**src/rtl/synth_prog_pkg.sv**
```systemverilog
`timescale 1ns/1ps
package synth_prog_pkg;
  localparam int RATIO_W = 17;
  localparam int REF_W   = 3;
  localparam int CORE_W  = 1 + RATIO_W + REF_W + 3;

  typedef struct packed {
    logic               prescale_en;
    logic [RATIO_W-1:0] ratio;
    logic [REF_W-1:0]   ref_sel;
    logic               cp_hi;
    logic               test_mode;
    logic               drive_off;
  } core_cfg_t;
endpackage

```
**src/rtl/bus_sync.sv**
```systemverilog
`timescale 1ns/1ps
module bus_sync #(
  parameter int N = 3
) (
  input  logic         clk,
  input  logic         rst_n,
  input  logic [N-1:0] async_in,
  output logic [N-1:0] sync_out
);
  logic [N-1:0] meta_q;

  always_ff @(posedge clk or negedge rst_n) begin
    if (!rst_n) begin
      meta_q   <= '0;
      sync_out <= '0;
    end else begin
      meta_q   <= async_in;
      sync_out <= meta_q;
    end
  end
endmodule

```
**src/rtl/shift_rx.sv**
```systemverilog
`timescale 1ns/1ps
module shift_rx #(
  parameter int WLEN = 28
) (
  input  logic            clk,
  input  logic            rst_n,
  input  logic            en_s,
  input  logic            sclk_s,
  input  logic            sdat_s,
  output logic            load_req,
  output logic [WLEN-1:0] load_word
);
  localparam int CW = $clog2(WLEN + 2);
  localparam logic [CW-1:0] FULL = CW'(WLEN);
  localparam logic [CW-1:0] OVER = CW'(WLEN + 1);

  logic            en_d, sclk_d;
  logic [CW-1:0]   cnt;
  logic [WLEN-1:0] sr;
  logic            sclk_rise, en_fall;

  assign sclk_rise = sclk_s & ~sclk_d;
  assign en_fall   = ~en_s & en_d;

  always_ff @(posedge clk or negedge rst_n) begin
    if (!rst_n) begin
      en_d   <= 1'b0;
      sclk_d <= 1'b0;
      cnt    <= '0;
      sr     <= '0;
    end else begin
      en_d   <= en_s;
      sclk_d <= sclk_s;
      if (!en_s) begin
        cnt <= '0;
      end else if (sclk_rise) begin
        sr <= {sr[WLEN-2:0], sdat_s};
        if (cnt != OVER) cnt <= cnt + 1'b1;
      end
    end
  end

  assign load_req  = en_fall && (cnt == FULL);
  assign load_word = sr;

  assert_idle_cleared_R2: assert property (@(posedge clk) disable iff (!rst_n)
    !en_s |=> (cnt == '0));
  assert_idle_no_shift_R2: assert property (@(posedge clk) disable iff (!rst_n)
    !en_s |=> $stable(sr));
  assert_count_capped_R5: assert property (@(posedge clk) disable iff (!rst_n)
    cnt <= OVER);
endmodule

```
**src/rtl/cfg_hold.sv**
```systemverilog
`timescale 1ns/1ps
module cfg_hold #(
  parameter int WLEN = 28
) (
  input  logic            clk,
  input  logic            rst_n,
  input  logic            load_req,
  input  logic [WLEN-1:0] load_word,
  input  logic            div_strobe,
  output logic [WLEN-1:0] act_word
);
  logic [WLEN-1:0] pend;
  logic            pend_v;

  always_ff @(posedge clk or negedge rst_n) begin
    if (!rst_n) begin
      pend     <= '0;
      pend_v   <= 1'b0;
      act_word <= '0;
    end else begin
      if (div_strobe && pend_v) act_word <= pend;
      if (load_req) begin
        pend   <= load_word;
        pend_v <= 1'b1;
      end else if (div_strobe) begin
        pend_v <= 1'b0;
      end
    end
  end

  assert_apply_on_strobe_R4: assert property (@(posedge clk) disable iff (!rst_n)
    (act_word != $past(act_word)) |-> $past(div_strobe && pend_v));
  assert_load_pending_R3: assert property (@(posedge clk) disable iff (!rst_n)
    load_req |=> pend_v);
  assert_pending_consumed_R4: assert property (@(posedge clk) disable iff (!rst_n)
    (div_strobe && pend_v && !load_req) |=> !pend_v);
endmodule

```
**src/rtl/synth_prog_port.sv**
```systemverilog
`timescale 1ns/1ps
module synth_prog_port
  import synth_prog_pkg::*;
#(
  parameter bit LONG_FMT = 1'b1,
  localparam int NPORT = LONG_FMT ? 4 : 2,
  localparam int WLEN  = NPORT + CORE_W
) (
  input  logic               clk,
  input  logic               rst_n,
  input  logic               bus_dat,
  input  logic               bus_clk,
  input  logic               bus_en,
  input  logic               div_strobe,
  output logic [NPORT-1:0]   port_out,
  output logic               prescale_en,
  output logic [RATIO_W-1:0] div_ratio,
  output logic [REF_W-1:0]   ref_sel,
  output logic               cp_hi,
  output logic               test_mode,
  output logic               drive_off
);
  logic [2:0]      bus_s;
  logic            load_req;
  logic [WLEN-1:0] load_word, act_word;
  core_cfg_t       core;

  bus_sync #(.N(3)) u_sync (
    .clk(clk), .rst_n(rst_n),
    .async_in({bus_en, bus_clk, bus_dat}),
    .sync_out(bus_s)
  );

  shift_rx #(.WLEN(WLEN)) u_rx (
    .clk(clk), .rst_n(rst_n),
    .en_s(bus_s[2]), .sclk_s(bus_s[1]), .sdat_s(bus_s[0]),
    .load_req(load_req), .load_word(load_word)
  );

  cfg_hold #(.WLEN(WLEN)) u_hold (
    .clk(clk), .rst_n(rst_n),
    .load_req(load_req), .load_word(load_word),
    .div_strobe(div_strobe), .act_word(act_word)
  );

  assign port_out    = act_word[WLEN-1 -: NPORT];
  assign core        = core_cfg_t'(act_word[CORE_W-1:0]);
  assign prescale_en = core.prescale_en;
  assign div_ratio   = core.ratio;
  assign ref_sel     = core.ref_sel;
  assign cp_hi       = core.cp_hi;
  assign test_mode   = core.test_mode;
  assign drive_off   = core.drive_off;

  assert_load_after_enable_R3: assert property (@(posedge clk) disable iff (!rst_n)
    load_req |-> !bus_s[2]);
endmodule

```
**config.mk**
```make
export PLATFORM = sky130hd
export DESIGN_NAME = synth_prog_port
export DESIGN_NICKNAME = d
export VERILOG_FILES = /design/src/rtl/synth_prog_pkg.sv /design/src/rtl/bus_sync.sv /design/src/rtl/shift_rx.sv /design/src/rtl/cfg_hold.sv /design/src/rtl/synth_prog_port.sv
export SDC_FILE = /design/constraint.sdc
export NUM_CORES = 1
export LEC_CHECK = 0
export BUFFER_PORTS_ARGS = -buffer_cell sky130_fd_sc_hd__buf_2
export CORE_UTILIZATION = 62
export CTS_CLUSTER_SIZE = 10
export DETAILED_ROUTE_END_ITERATION = 10
export PLACE_DENSITY = 0.88
export SYNTH_ARGS = -nofsm -noshare
export SYNTH_HDL_FRONTEND = slang
export SYNTH_SLANG_ARGS = --single-unit
```
**constraint.sdc**
```tcl
create_clock -name clk -period 5 [get_ports clk]
set_input_delay 0.5 -clock clk [delete_from_list [all_inputs] [get_ports clk]]
set_output_delay 0.5 -clock clk [all_outputs]
set_load 0.02 [all_outputs]
```
## Word level (Yosys, flattened, before mapping)

Index checks and enable logic that the tools add are counted.

- $add $sub $neg: 1
- Reduce and logical (&&, ||, !) cells: 5
- Equal/unequal tests: 4
- Muxes and demuxes: 5
- Bitwise operators: 4

Operators by type and width:

| operator | count |
|---|---|
| 5-bit two-way mux | 3 |
| 5-bit by 1-bit adder with 5-bit output, second input constant | 1 |
| 5-bit == test, second input constant | 1 |
| 5-bit inequality test, second input constant | 1 |
| 2-bit by 1-bit inequality test with 1-bit output, second input constant | 2 |
| 2-bit AND reduction | 2 |
| 1-bit AND | 2 |
| 1-bit logical AND | 2 |
| 1-bit two-way mux | 2 |
| 1-bit NOT | 2 |
| 2-bit nonzero test | 1 |

- Flip-flop bits (word level): 98
- Input port bits: 6

## Longest topological paths before layout

- Word-level depth: 4
- Mapped depth: 7

## By module

A second synthesis with hierarchy kept.

- Cells, all modules: 221
- Area, all modules: 3799.9 sq um

Modules (own cells, without submodules):

| module | seq. area each (sq um) | instances | cells each | area each (sq um) |
|---|---|---|---|---|
| cfg_hold | 1426.4 | 1 | 121 | 2219.6 |
| shift_rx | 875.8 | 1 | 94 | 1430.1 |
| bus_sync | 150.1 | 1 | 6 | 150.1 |

## Worst setup path before layout

No wires, ideal clock.

- Path kind: register -> register
- From: register u_rx.cnt[0]
- To: register u_hold.pend[0]
- Period minus slack after synthesis: 1669 ps
- Slack: 3331 ps
- Setup time: 127 ps
- Path buffers: 2
- Cell stages (with the launch flop): 8
- Required time: 4873 ps
- Data arrival time: 1541 ps
- Cells stage by stage: dfrtp_1 > inv_1 > ha_1 > nand4_1 > nor3b_2 > buf_4 > buf_6 > mux2_1

- Cells in the longest elaborated chain, start to end: 2

RTL lines:

| element | RTL line | RTL |
|---|---|---|
| start: declaration | shift_rx.sv:18 | `logic [CW-1:0] cnt;` |
| start signal: assignment | shift_rx.sv:38 | `if (cnt != OVER) cnt <= cnt + 1'b1;` |
| 5-bit == test | shift_rx.sv:43 | `assign load_req = en_fall && (cnt == FULL);` |
| 1-bit logical AND | shift_rx.sv:43 |  |
| end signal: assignment | cfg_hold.sv:23 | `pend <= load_word;` |
| end: declaration | cfg_hold.sv:12 | `logic [WLEN-1:0] pend;` |

Every way passes these cells.
A chain may end at the register's enable or synchronous reset.

## Worst setup path in the final report

- From: register u_rx.cnt[0]
- To: register u_hold.pend[21]

Same word-level chain as after synthesis.

==> results.py <==
metrics = {
    "sta": {
        "rsz0062_at_grt": "false",
        "fmax_mhz": 511,
        "min_period_ns": 1.96,
        "setup_viol": 0,
        "min_period_over_period_pct": 39.1,
        "skew_ns": 0.00905,
        "tightestPinTransition_ns": 0.668,
        "timing.final.ws_setup_ns": 3.04,
        "drv_slew": 0,
        "finalHoldViolCount": 0,
        "relSlewSlack_pct": 55.3,
        "fin_setup_tns_ns": 0,
    },
    "route": {
        "routedWlPerCell_um": 16.6,
        "via_per_inst": 5.66,
        "ant_nets": 0,
        "dr.pass1.iters": 4,
        "wl_mm": 5.59,
        "num_vias": 1908,
        "drc": 0,
        "first_iter_violations": 101,
    },
    "logic_synthesis": {
        "synthSimpleGateAreaFrac_pct": 2.29,
        "synth_commonest_cells": "dfrtp_1 (98), mux2_2 (75), mux2_1 (9)",
        "synth_area_leaders": "dfrtp_1 (67%), mux2_2 (23%), mux2_1 (2.8%)",
        "synth_seq_cells": 98,
        "synth-xor-area-share_pct": 0,
        "synth_edf_count": 0,
        "synth-seq-area-share_pct": 67.1,
        "synthMuxAreaShare_pct": 25.9,
        "netlist.area_leader.share_pct": 67.1,
        "synth.distinct_cells": 23,
        "syn_nets": 230,
        "synthMostInstantiatedCell": "dfrtp_1",
        "synthAdderAreaFrac_pct": 1.03,
        "netlist_instances": 221,
        "synth_compound_area_share_pct": 2.05,
        "synth_ff_type": "dfrtp_1",
        "synth_top_area_cell": "dfrtp_1",
        "synth_area_per_cell_sq_um": 16.5,
        "synthesis.area_sq_um": 3660,
        "yosysWarnings": 0,
        "synthArstFlopShare_pct": 100,
        "synth_top_family_by_area": "multiplexers",
    },
    "die": {
        "rows": 27,
        "fp.coreArea_sq_um": 5610,
        "io_pins": 34,
        "die_area_sq_um": 6210,
        "initial_utilization_pct": 65.2,
        "die_x_um": 78.8,
        "die_y_um": 78.8,
    },
    "worst_setup_path": {
        "endpoint_kind": "flip-flop",
        "cp.arrival_ns": 2.18,
        "worstReg2RegStart": "u_rx.cnt[0]",
        "rrSetupSlack_ns": 3.04,
        "required_ns": 5.23,
        "cp-start-kind": "flip-flop",
        "r2r-end": "u_hold.pend[21]",
        "critPathKind": "reg2reg",
        "crit_fanout": 29,
        "rr_worst_depth": 6,
    },
    "clock_tree": {
        "cts_buffers": 9,
        "cts_resized": 0,
        "cts_hold_buffers": 0,
        "clockBufferDepth": 2,
        "cts_tree": "built",
        "clk_pin_slew_ns": 0.09,
        "cts-root-buf": "clkbuf_8",
        "cts_sinks": 98,
        "postCtsSetupRepairBufs": 0,
        "insertion_delay_ns": 0.34,
        "cts_max_level": 3,
    },
    "pwr": {
        "power_density_nw_per_um2": 341,
        "p_leak_uw": 0.00218,
        "ir_worst_vdd_mv": 0.197,
    },
    "place": {
        "port_buffers": 33,
        "gp_congestion": 0.711,
        "placed_cells": 322,
        "pre_cts_ws_ns": 3.11,
        "dp_hpwl_mm": 3.49,
    },
    "cells_and_area": {
        "fin_cells": 337,
        "num-nets-final": 270,
        "area_growth_pct": 11.7,
        "antenna_cells": 0,
        "layout-drive-gt1-share_pct": 47.5,
    },
    "global_routing": {
        "grt_pass1_wl_mm": 9.41,
        "use_met1_pct": 25.8,
        "met2_usage_pct": 34.4,
        "top_usage_layer": "met2",
        "grt_max_degree": 51,
        "antenna_found_initial": 0,
        "grt_use_total_pct": 20.7,
        "grt_overflow": 0,
        "use_met3_pct": 4.02,
        "grt_pass1_vias": 2015,
    },
    "hold_path": {
        "hold_path_class": "in2async",
    },
    "status": {
        "status": "finished clean",
    },
    "flow_run": {
        "drv_cap": 0,
    },
}
==> routing by layer <==
metal	share of wire, %	up-vias
met2	51	47
li1	-	865
met3	3.6	11
met4	1.7	0
met1	44	985
met5	0	-
==> flip-flops by register name, indices dropped and copies added, names as in the netlist <==
| signal | cells |
|---|---|
| u_hold.act_word | 28 |
| u_rx.load_word | 28 |
| u_sync.meta_q | 3 |
| u_rx.en_d | 1 |
| u_hold.pend_v | 1 |
| u_rx.cnt | 5 |
| u_sync.sync_out | 3 |
| u_rx.sclk_d | 1 |
| u_hold.pend | 28 |
==> cells by family after synthesis <==
| family | after synthesis |
|---|---|
| fa+ha+maj | 3 |
| mux | 84 |
| flops | 98 |
| compound gates | 11 |
| buf+inv | 12 |
| simple gates | 13 |
==> layout by cell type, fill, tap and decap left out, types with 2 or more instances in the layout <==
cell type and n:
clkbuf_8 10, nand3_1 4, buf_4 4, nand4_1 2, o41ai_1 2, mux2_1 9, clkbuf_1 2, a21oi_1 3
o21ai_0 2, inv_1 5, dfrtp_1 98, ha_1 3, o311ai_0 2, buf_2 32, mux2_2 75, clkinv_2 2
==> stage by stage <==
| step | cell area [sq um] | total power, uW | hold WS (ns) | util, % |
|---|---|---|---|---|
| after detailed placement | 3900 | 929 | 0.338 | 69.5 |
| after global placement | 3900 | 923 | 0.334 | 69.5 |
| after global routing | 4090 | 1450 | 0.207 | 72.8 |
| after CTS | 4090 | 1410 | 0.174 | 72.8 |
| after floorplan | 3660 | 896 | 0.204 | - |
| final | 4090 | 1390 | 0.154 | 72.8 |
==> worst max-delay path: stages, from the launching register on <==
cell and delay, ns:
dfrtp_1 0.45, inv_1 0.11, ha_1 0.15, nand4_1 0.14
nor3b_4 0.21, buf_4 0.38, mux2_2 0.39
==> power breakdown <==
| part | switching [uW] | internal, uW |
|---|---|---|
| clock | 241 | 241 |
| sequential | 25.1 | 827 |
| combinational | 29.4 | 30.0 |
==> cell type report <==
cell class | instances | area [sq um]
Sequential cell | 98 | 2450
Fill cell | 380 | 1520
Multi-Input combinational cell | 111 | 1150
Timing Repair Buffer | 36 | 190
Clock buffer | 12 | 145
Tap cell | 72 | 90.1
Clock inverter | 3 | 40.0
Inverter | 5 | 18.8
==> how the worst max path moves through the flow <==
stage | startpoint | endpoint | slack (ns)
6_report | u_rx.cnt[0] | u_hold.pend[21] | 3.04
3_5_place_dp | u_rx.cnt[0] | u_hold.pend[21] | 3.11
2_1_floorplan | u_rx.cnt[0] | u_hold.pend[0] | 3.33
3_3_place_gp | u_rx.cnt[0] | u_hold.pend[11] | 3.16
4_1_cts | u_rx.cnt[0] | u_hold.pend[21] | 3.06
5_1_grt | u_rx.cnt[0] | u_hold.pend[16] | 2.96
Note: power is estimated with default switching activity, not from simulation.
